### config.mk
export PLATFORM = sky130hd
export DESIGN_NAME = wdg_top
export DESIGN_NICKNAME = d
export VERILOG_FILES = /design/src/rtl/wdg_pkg.sv /design/src/rtl/wdg_timebase.sv /design/src/rtl/wdg_regs.sv /design/src/rtl/wdg_core.sv /design/src/rtl/wdg_top.sv
export SDC_FILE = /design/constraint.sdc
export NUM_CORES = 1
export LEC_CHECK = 0
export CORE_ASPECT_RATIO = 2
export CORE_MARGIN = 2
export CORE_UTILIZATION = 45
export CTS_BUF_LIST = sky130_fd_sc_hd__clkbuf_8
export CTS_CLUSTER_SIZE = 25
export DETAILED_ROUTE_END_ITERATION = 8
export PLACE_DENSITY_LB_ADDON = 0.08
export SLEW_MARGIN = 20
export SYNTH_ARGS = -nofsm -noshare
export SYNTH_HDL_FRONTEND = slang
export SYNTH_SLANG_ARGS = --single-unit
### constraint.sdc
create_clock -name clk -period 4.85 [get_ports clk]
set_input_delay 0.97 -clock clk [delete_from_list [all_inputs] [get_ports clk]]
set_output_delay 0.97 -clock clk [all_outputs]
set_load 0.01 [all_outputs]
### src/rtl/wdg_pkg.sv
package wdg_pkg;

    localparam int WORD_W = 32;

    // word indices (byte offset / 4)
    localparam int IDX_CTRL_A = 0;
    localparam int IDX_CTRL_B = 1;
    localparam int IDX_TBASE  = 2;

    // bit positions in the word at offset 0x0
    localparam int B_CAUSE  = 3;
    localparam int B_WARN   = 2;
    localparam int B_ARM_A  = 1;
    // bit position in the word at offset 0x4
    localparam int B_ARM_B  = 0;

    typedef struct packed {
        logic run;        // both enables set
        logic kick;       // restart interval
        logic clr_warn;   // clear warning flag
        logic clr_cause;  // clear cause flag
    } wdg_ctrl_t;

    typedef struct packed {
        logic warn;
        logic cause;
    } wdg_stat_t;

    function automatic logic [WORD_W-1:0] pack_ctrl_a(wdg_stat_t s, logic arm_a);
        logic [WORD_W-1:0] w;
        w          = '0;
        w[B_CAUSE] = s.cause;
        w[B_WARN]  = s.warn;
        w[B_ARM_A] = arm_a;
        return w;
    endfunction

    function automatic logic [WORD_W-1:0] pack_ctrl_b(logic arm_b);
        logic [WORD_W-1:0] w;
        w          = '0;
        w[B_ARM_B] = arm_b;
        return w;
    endfunction

endpackage

### src/rtl/wdg_timebase.sv
module wdg_timebase
    import wdg_pkg::*;
#(
    parameter int TB_W = WORD_W
) (
    input  logic            clk,
    input  logic            rst,
    output logic [TB_W-1:0] count
);

    always_ff @(posedge clk) begin
        if (rst) count <= '0;
        else     count <= count + 1'b1;
    end

    assert_timebase_step_R8: assert property (@(posedge clk) disable iff (rst)
        !$past(rst) |-> count == $past(count) + 1'b1);

endmodule

### src/rtl/wdg_regs.sv
module wdg_regs
    import wdg_pkg::*;
#(
    parameter int ADDR_W = 6
) (
    input  logic              clk,
    input  logic              rst,
    input  logic              warm_rst,
    input  logic              wr_en,
    input  logic              rd_en,
    input  logic [ADDR_W-1:0] addr,
    input  logic [WORD_W-1:0] wdata,
    input  wdg_stat_t         stat,
    input  logic [WORD_W-1:0] tbase,
    output wdg_ctrl_t         ctrl,
    output logic [WORD_W-1:0] rdata
);

    localparam int IDX_W = ADDR_W - 2;

    logic [IDX_W-1:0] word;
    logic             sel_a, sel_b, sel_t;
    logic             arm_a, arm_b;
    logic             wr_a, wr_b;
    logic             unused_bits;

    assign word  = addr[ADDR_W-1:2];
    assign sel_a = (word == IDX_W'(IDX_CTRL_A));
    assign sel_b = (word == IDX_W'(IDX_CTRL_B));
    assign sel_t = (word == IDX_W'(IDX_TBASE));

    assign unused_bits = ^{addr[1:0], wdata};

    // writes are discarded while the system reset is active
    assign wr_a = wr_en && sel_a && !warm_rst;
    assign wr_b = wr_en && sel_b && !warm_rst;

    always_ff @(posedge clk) begin
        if (rst || warm_rst) begin
            arm_a <= 1'b0;
            arm_b <= 1'b0;
        end else begin
            if (wr_a) arm_a <= wdata[B_ARM_A];
            if (wr_b) arm_b <= wdata[B_ARM_B];
        end
    end

    always_comb begin
        ctrl           = '0;
        ctrl.run       = arm_a && arm_b;
        ctrl.clr_warn  = wr_a && wdata[B_WARN];
        ctrl.clr_cause = wr_a && wdata[B_CAUSE];
        ctrl.kick      = ctrl.clr_warn || ctrl.clr_cause;
    end

    always_comb begin
        rdata = '0;
        if (rd_en) begin
            if (sel_a)      rdata = pack_ctrl_a(stat, arm_a);
            else if (sel_b) rdata = pack_ctrl_b(arm_b);
            else if (sel_t) rdata = tbase;
        end
    end

    assert_warm_disarms_R10: assert property (@(posedge clk) disable iff (rst)
        warm_rst |=> !ctrl.run);

    assert_unmapped_zero_R11: assert property (@(posedge clk) disable iff (rst)
        (!sel_a && !sel_b && !sel_t) |-> rdata == '0);

endmodule

### src/rtl/wdg_core.sv
module wdg_core
    import wdg_pkg::*;
#(
    parameter int INTERVAL_LOG2 = 16,
    parameter int RST_HOLD      = 16
) (
    input  logic      clk,
    input  logic      rst,
    input  logic      warm_rst,
    input  wdg_ctrl_t ctrl,
    output wdg_stat_t stat,
    output logic      irq,
    output logic      sys_rst_req
);

    localparam int HOLD_W = $clog2(RST_HOLD + 1);

    logic [INTERVAL_LOG2-1:0] cnt;
    logic [HOLD_W-1:0]        hold;
    logic                     expire;

    assign expire      = ctrl.run && !ctrl.kick && (cnt == '1);
    assign sys_rst_req = (hold != '0);

    always_ff @(posedge clk) begin
        if (rst) begin
            cnt  <= '0;
            stat <= '0;
            irq  <= 1'b0;
            hold <= '0;
        end else begin
            irq <= 1'b0;
            if (hold != '0) hold <= hold - 1'b1;
            if (ctrl.clr_cause) stat.cause <= 1'b0;
            if (warm_rst) begin
                cnt       <= '0;
                stat.warn <= 1'b0;
            end else begin
                if (ctrl.clr_warn) stat.warn <= 1'b0;
                if (ctrl.kick || !ctrl.run) begin
                    cnt <= '0;
                end else if (expire) begin
                    cnt <= '0;
                    if (!stat.warn) begin
                        stat.warn <= 1'b1;
                        irq       <= 1'b1;
                    end else begin
                        stat.cause <= 1'b1;
                        hold       <= HOLD_W'(RST_HOLD);
                    end
                end else begin
                    cnt <= cnt + 1'b1;
                end
            end
        end
    end

    assert_irq_single_R3: assert property (@(posedge clk) disable iff (rst)
        irq |=> !irq);

    assert_idle_no_irq_R2: assert property (@(posedge clk) disable iff (rst)
        !ctrl.run |=> !irq);

    assert_req_sets_cause_R4: assert property (@(posedge clk) disable iff (rst)
        $rose(sys_rst_req) |-> stat.cause);

    assert_cause_sticky_R10: assert property (@(posedge clk) disable iff (rst)
        (warm_rst && stat.cause) |=> stat.cause);

    assert_kick_no_irq_R12: assert property (@(posedge clk) disable iff (rst)
        ctrl.kick |=> !irq && !$rose(sys_rst_req));

endmodule

### src/rtl/wdg_top.sv
module wdg_top
    import wdg_pkg::*;
#(
    parameter int ADDR_W        = 6,
    parameter int INTERVAL_LOG2 = 16,
    parameter int RST_HOLD      = 16
) (
    input  logic              clk,
    input  logic              rst,
    input  logic              warm_rst,
    input  logic              wr_en,
    input  logic              rd_en,
    input  logic [ADDR_W-1:0] addr,
    input  logic [31:0]       wdata,
    output logic [31:0]       rdata,
    output logic              irq,
    output logic              sys_rst_req
);

    wdg_ctrl_t         ctrl;
    wdg_stat_t         stat;
    logic [WORD_W-1:0] tbase;

    wdg_timebase #(.TB_W(WORD_W)) u_tb (
        .clk   (clk),
        .rst   (rst),
        .count (tbase)
    );

    wdg_regs #(.ADDR_W(ADDR_W)) u_regs (
        .clk      (clk),
        .rst      (rst),
        .warm_rst (warm_rst),
        .wr_en    (wr_en),
        .rd_en    (rd_en),
        .addr     (addr),
        .wdata    (wdata),
        .stat     (stat),
        .tbase    (tbase),
        .ctrl     (ctrl),
        .rdata    (rdata)
    );

    wdg_core #(.INTERVAL_LOG2(INTERVAL_LOG2), .RST_HOLD(RST_HOLD)) u_core (
        .clk         (clk),
        .rst         (rst),
        .warm_rst    (warm_rst),
        .ctrl        (ctrl),
        .stat        (stat),
        .irq         (irq),
        .sys_rst_req (sys_rst_req)
    );

    assert_reset_quiet_R1: assert property (@(posedge clk)
        $past(rst) |-> !irq && !sys_rst_req);

endmodule

==> flow_summary_export.csv <==
group,metric,value,unit
critical_path,cp-end-kind,"output port",
yosys,synth_edf_count,0,
grt,antenna_found_initial,0,
yosys,avgSynthCellArea,8.403,um^2
yosys,syn_area,0.002933,mm^2
yosys,synthArstFlopShare,0,
timing,max-slew-margin-rel,0.4150,
floorplan,die-area,0.007218,mm^2
grt,grt_overflow,0,
floorplan,rows,41,
detailed_routing,ant_nets,0,
clocking,clk_latency,0.34,ns
clocking,cts_buffers,9,
floorplan,ios,77,
yosys,yosysTopAreaCell,"dfxtp_1",
grt,grt_pass1_vias,2593,
final_layout,fillers,609,
yosys,synth_top_area_frac,0.3959,
critical_path,worstPathArrival,2.86,ns
timing,final.setup_skew,0.006539,ns
floorplan,core,0.006310,mm^2
detailed_routing,drt-pass1-iter-count,4,
timing,post-route-period-util,0.7900,
power,fin_total_pwr,1.036,mW
power,powerDensity,284.5,mW/mm^2
critical_path,worstReg2RegEnd,"u_tb.count[28]",
clocking,clkTransAtPathRegs,0.06,ns
critical_path,r2r_start,"u_tb.count[2]",
timing,finalMaxSlewViolations,0,
flow_run,maxCapViolCount,0,
clocking,clk_root_buffer_cell,"clkbuf_8",
floorplan,fp.dieW,61.09,um
yosys,synth_top_flop_cell,"dfxtp_1",
timing,finalCriticalPeriod,3.832,ns
detailed_routing,wl,6546,um
detailed_routing,drc,0,
clocking,htreeDepth,3,
detailed_routing,wl_per_cell,13.50,um
power,p_leak,1.171,nW
final_layout,multiInputGateArea,0.001670,mm^2
final_layout,seqCellArea,0.001161,mm^2
critical_path,ff2ff_path_depth,4,
final_layout,area_growth,24.19,%
yosys,synth.distinct_cells,44,
clocking,post-cts-setup-buffers,0,
yosys,synth_area_leaders,"dfxtp_1, and2_1, nor2_1, xnor2_1, a21oi_1",
timing,setup_viol,0,
worst_hold_path,hold_end,"u_core.cnt[0]",
grt,grt_pass1_wl,11510,um
final_layout,utilization,0.5772,
final_layout,antenna_cells,0,
critical_path,critPathRequiredTime,3.88,ns
floorplan,initial_core_util,0.4648,
timing,rsz0062_at_grt,"false",
placement,dpl.hpwl,4781,um
floorplan,die_y,118.2,um
yosys,ys_ff_latch,58,
detailed_routing,first_iter_violations,96,
clocking,cts_buffer_depth,2,
yosys,synth-seq-area-share,0.3959,
clocking,tritoncts,"done",
critical_path,path_max_fanout,28,
grt,grt_use_total,0.2084,
power,ir_drop,0.2460,mV
yosys,yosysWarnings,0,
placement,portBuffers,46,
detailed_routing,vias,2638,
worst_hold_path,hp-class,"reg2reg",
critical_path,r2r_slack,2.64,ns
final_layout,drive_gt1_frac,0.06767,
yosys,synthCells,349,
clocking,cts_resized,0,
yosys,yosys.cell_count.top_type,"dfxtp_1",
yosys,yosys-top-cells-count,"dfxtp_1, nor2_1, and2_1",
timing,setup_tns,0,ns
detailed_routing,vias_per_cell,5.439,
critical_path,crit_path_start_kind,"input pin",
yosys,synth_nets,395,
worst_hold_path,min_from,"u_core.cnt[0]",
grt,grt_max_degree,45,
timing,fmax,261.0,MHz
placement,gp_congestion,0.7553,
worst_hold_path,hold_depth,1,
timing,worstMarginPinSlew,0.8654,ns
final_layout,nets,440,
status,status,"completed",
timing,final_hold_viol_count,0,
clocking,hold_buffers,0,
clocking,clock-sinks,58,
critical_path,path_class,"in2out",
[cells in the final DEF (no fill, tap or decap), types with 14 or more instances in the layout]
cell / synthesis / layout
xnor2_1: 17 / 17
and2_1: 30 / 30
nor2_1: 44 / 44
a21oi_1: 21 / 21
inv_1: 12 / 14
nand3_1: 21 / 21
dfxtp_1: 58 / 58
clkdlybuf4s50_1: 0 / 46
[sequential cells by signal, indices dropped and copies added (netlist names)]
signal	cells
u_tb.count	32
u_core.cnt	16
u_core.hold	5
u_core.stat	2
u_core.irq	1
u_regs.arm_a	1
u_regs.arm_b	1
[worst max-delay path: stages]
cell             delay [ns]
clkdlybuf4s50_1        0.69
nor3b_2                0.25
buf_4                  0.26
and2_2                 0.17
clkdlybuf4s50_1        0.52
[how the worst max path moves through the flow]
stage                     startpoint         to  depth (start not counted)
final                        addr[3]   rdata[8]                          5
after global routing         addr[3]  rdata[21]                          5
after CTS                    addr[3]   rdata[8]                          5
after detailed placement     addr[3]   rdata[8]                          5
after global placement       addr[3]  rdata[21]                          5
after floorplan              addr[3]  rdata[11]                          4
[stage by stage]
stage                     cell area [um^2]  cells  setup slack [ns]  hold slack [ns]
after detailed placement              3460    469            0.9923           0.4626
after CTS                             3642    485            0.9878           0.4761
final                                 3642    485             1.018           0.4687
after global placement                3460    469            0.9926           0.4504
after global routing                  3642    485            0.9089           0.5067
after floorplan                       2933    349             1.703           0.4303
[layout make-up]
| class | count | share of cell area |
|---|---|---|
| Multi-Input combinational cell | 265 | 0.4586 |
| Clock inverter | 4 | 0.004809 |
| Inverter | 12 | 0.01237 |
| Timing Repair Buffer | 48 | 0.1305 |
| Clock buffer | 12 | 0.04535 |
| Sequential cell | 58 | 0.3188 |
| Tap cell | 86 | 0.02954 |
[cells by family (layout without fill, tap and decap cells)]
family | after synthesis | count (layout) | synth area share
AOI/OAI and AO/OA | 44 | 44 | 0.09386
xor gates and xnor gates | 26 | 26 | 0.07765
adders and majority gates | 3 | 3 | 0.01280
buffers and inverters | 26 | 76 | 0.03626
DFF | 58 | 58 | 0.3959
muxes | 8 | 8 | 0.02858
and+or+nand+nor | 184 | 184 | 0.3550
[power breakdown]
| group | leakage, nW | total (mW) | switching, mW | internal, mW |
|---|---|---|---|---|
| Sequential | 0.468 | 0.505 | 0.0131 | 0.492 |
| Clock | 0.105 | 0.407 | 0.185 | 0.222 |
| Combinational | 0.598 | 0.125 | 0.0620 | 0.0629 |
[layer usage]
metal / vias up / GRT usage / part of all wire
li1: 1330 / - / -
met1: 1250 / 0.2216 / 0.38
met2: 46 / 0.3590 / 0.56
met3: 12 / 0.04814 / 0.032
met4: 0 / 0.1073 / 0.023
met5: - / 0 / 0
(Power assumes the default switching activity.)
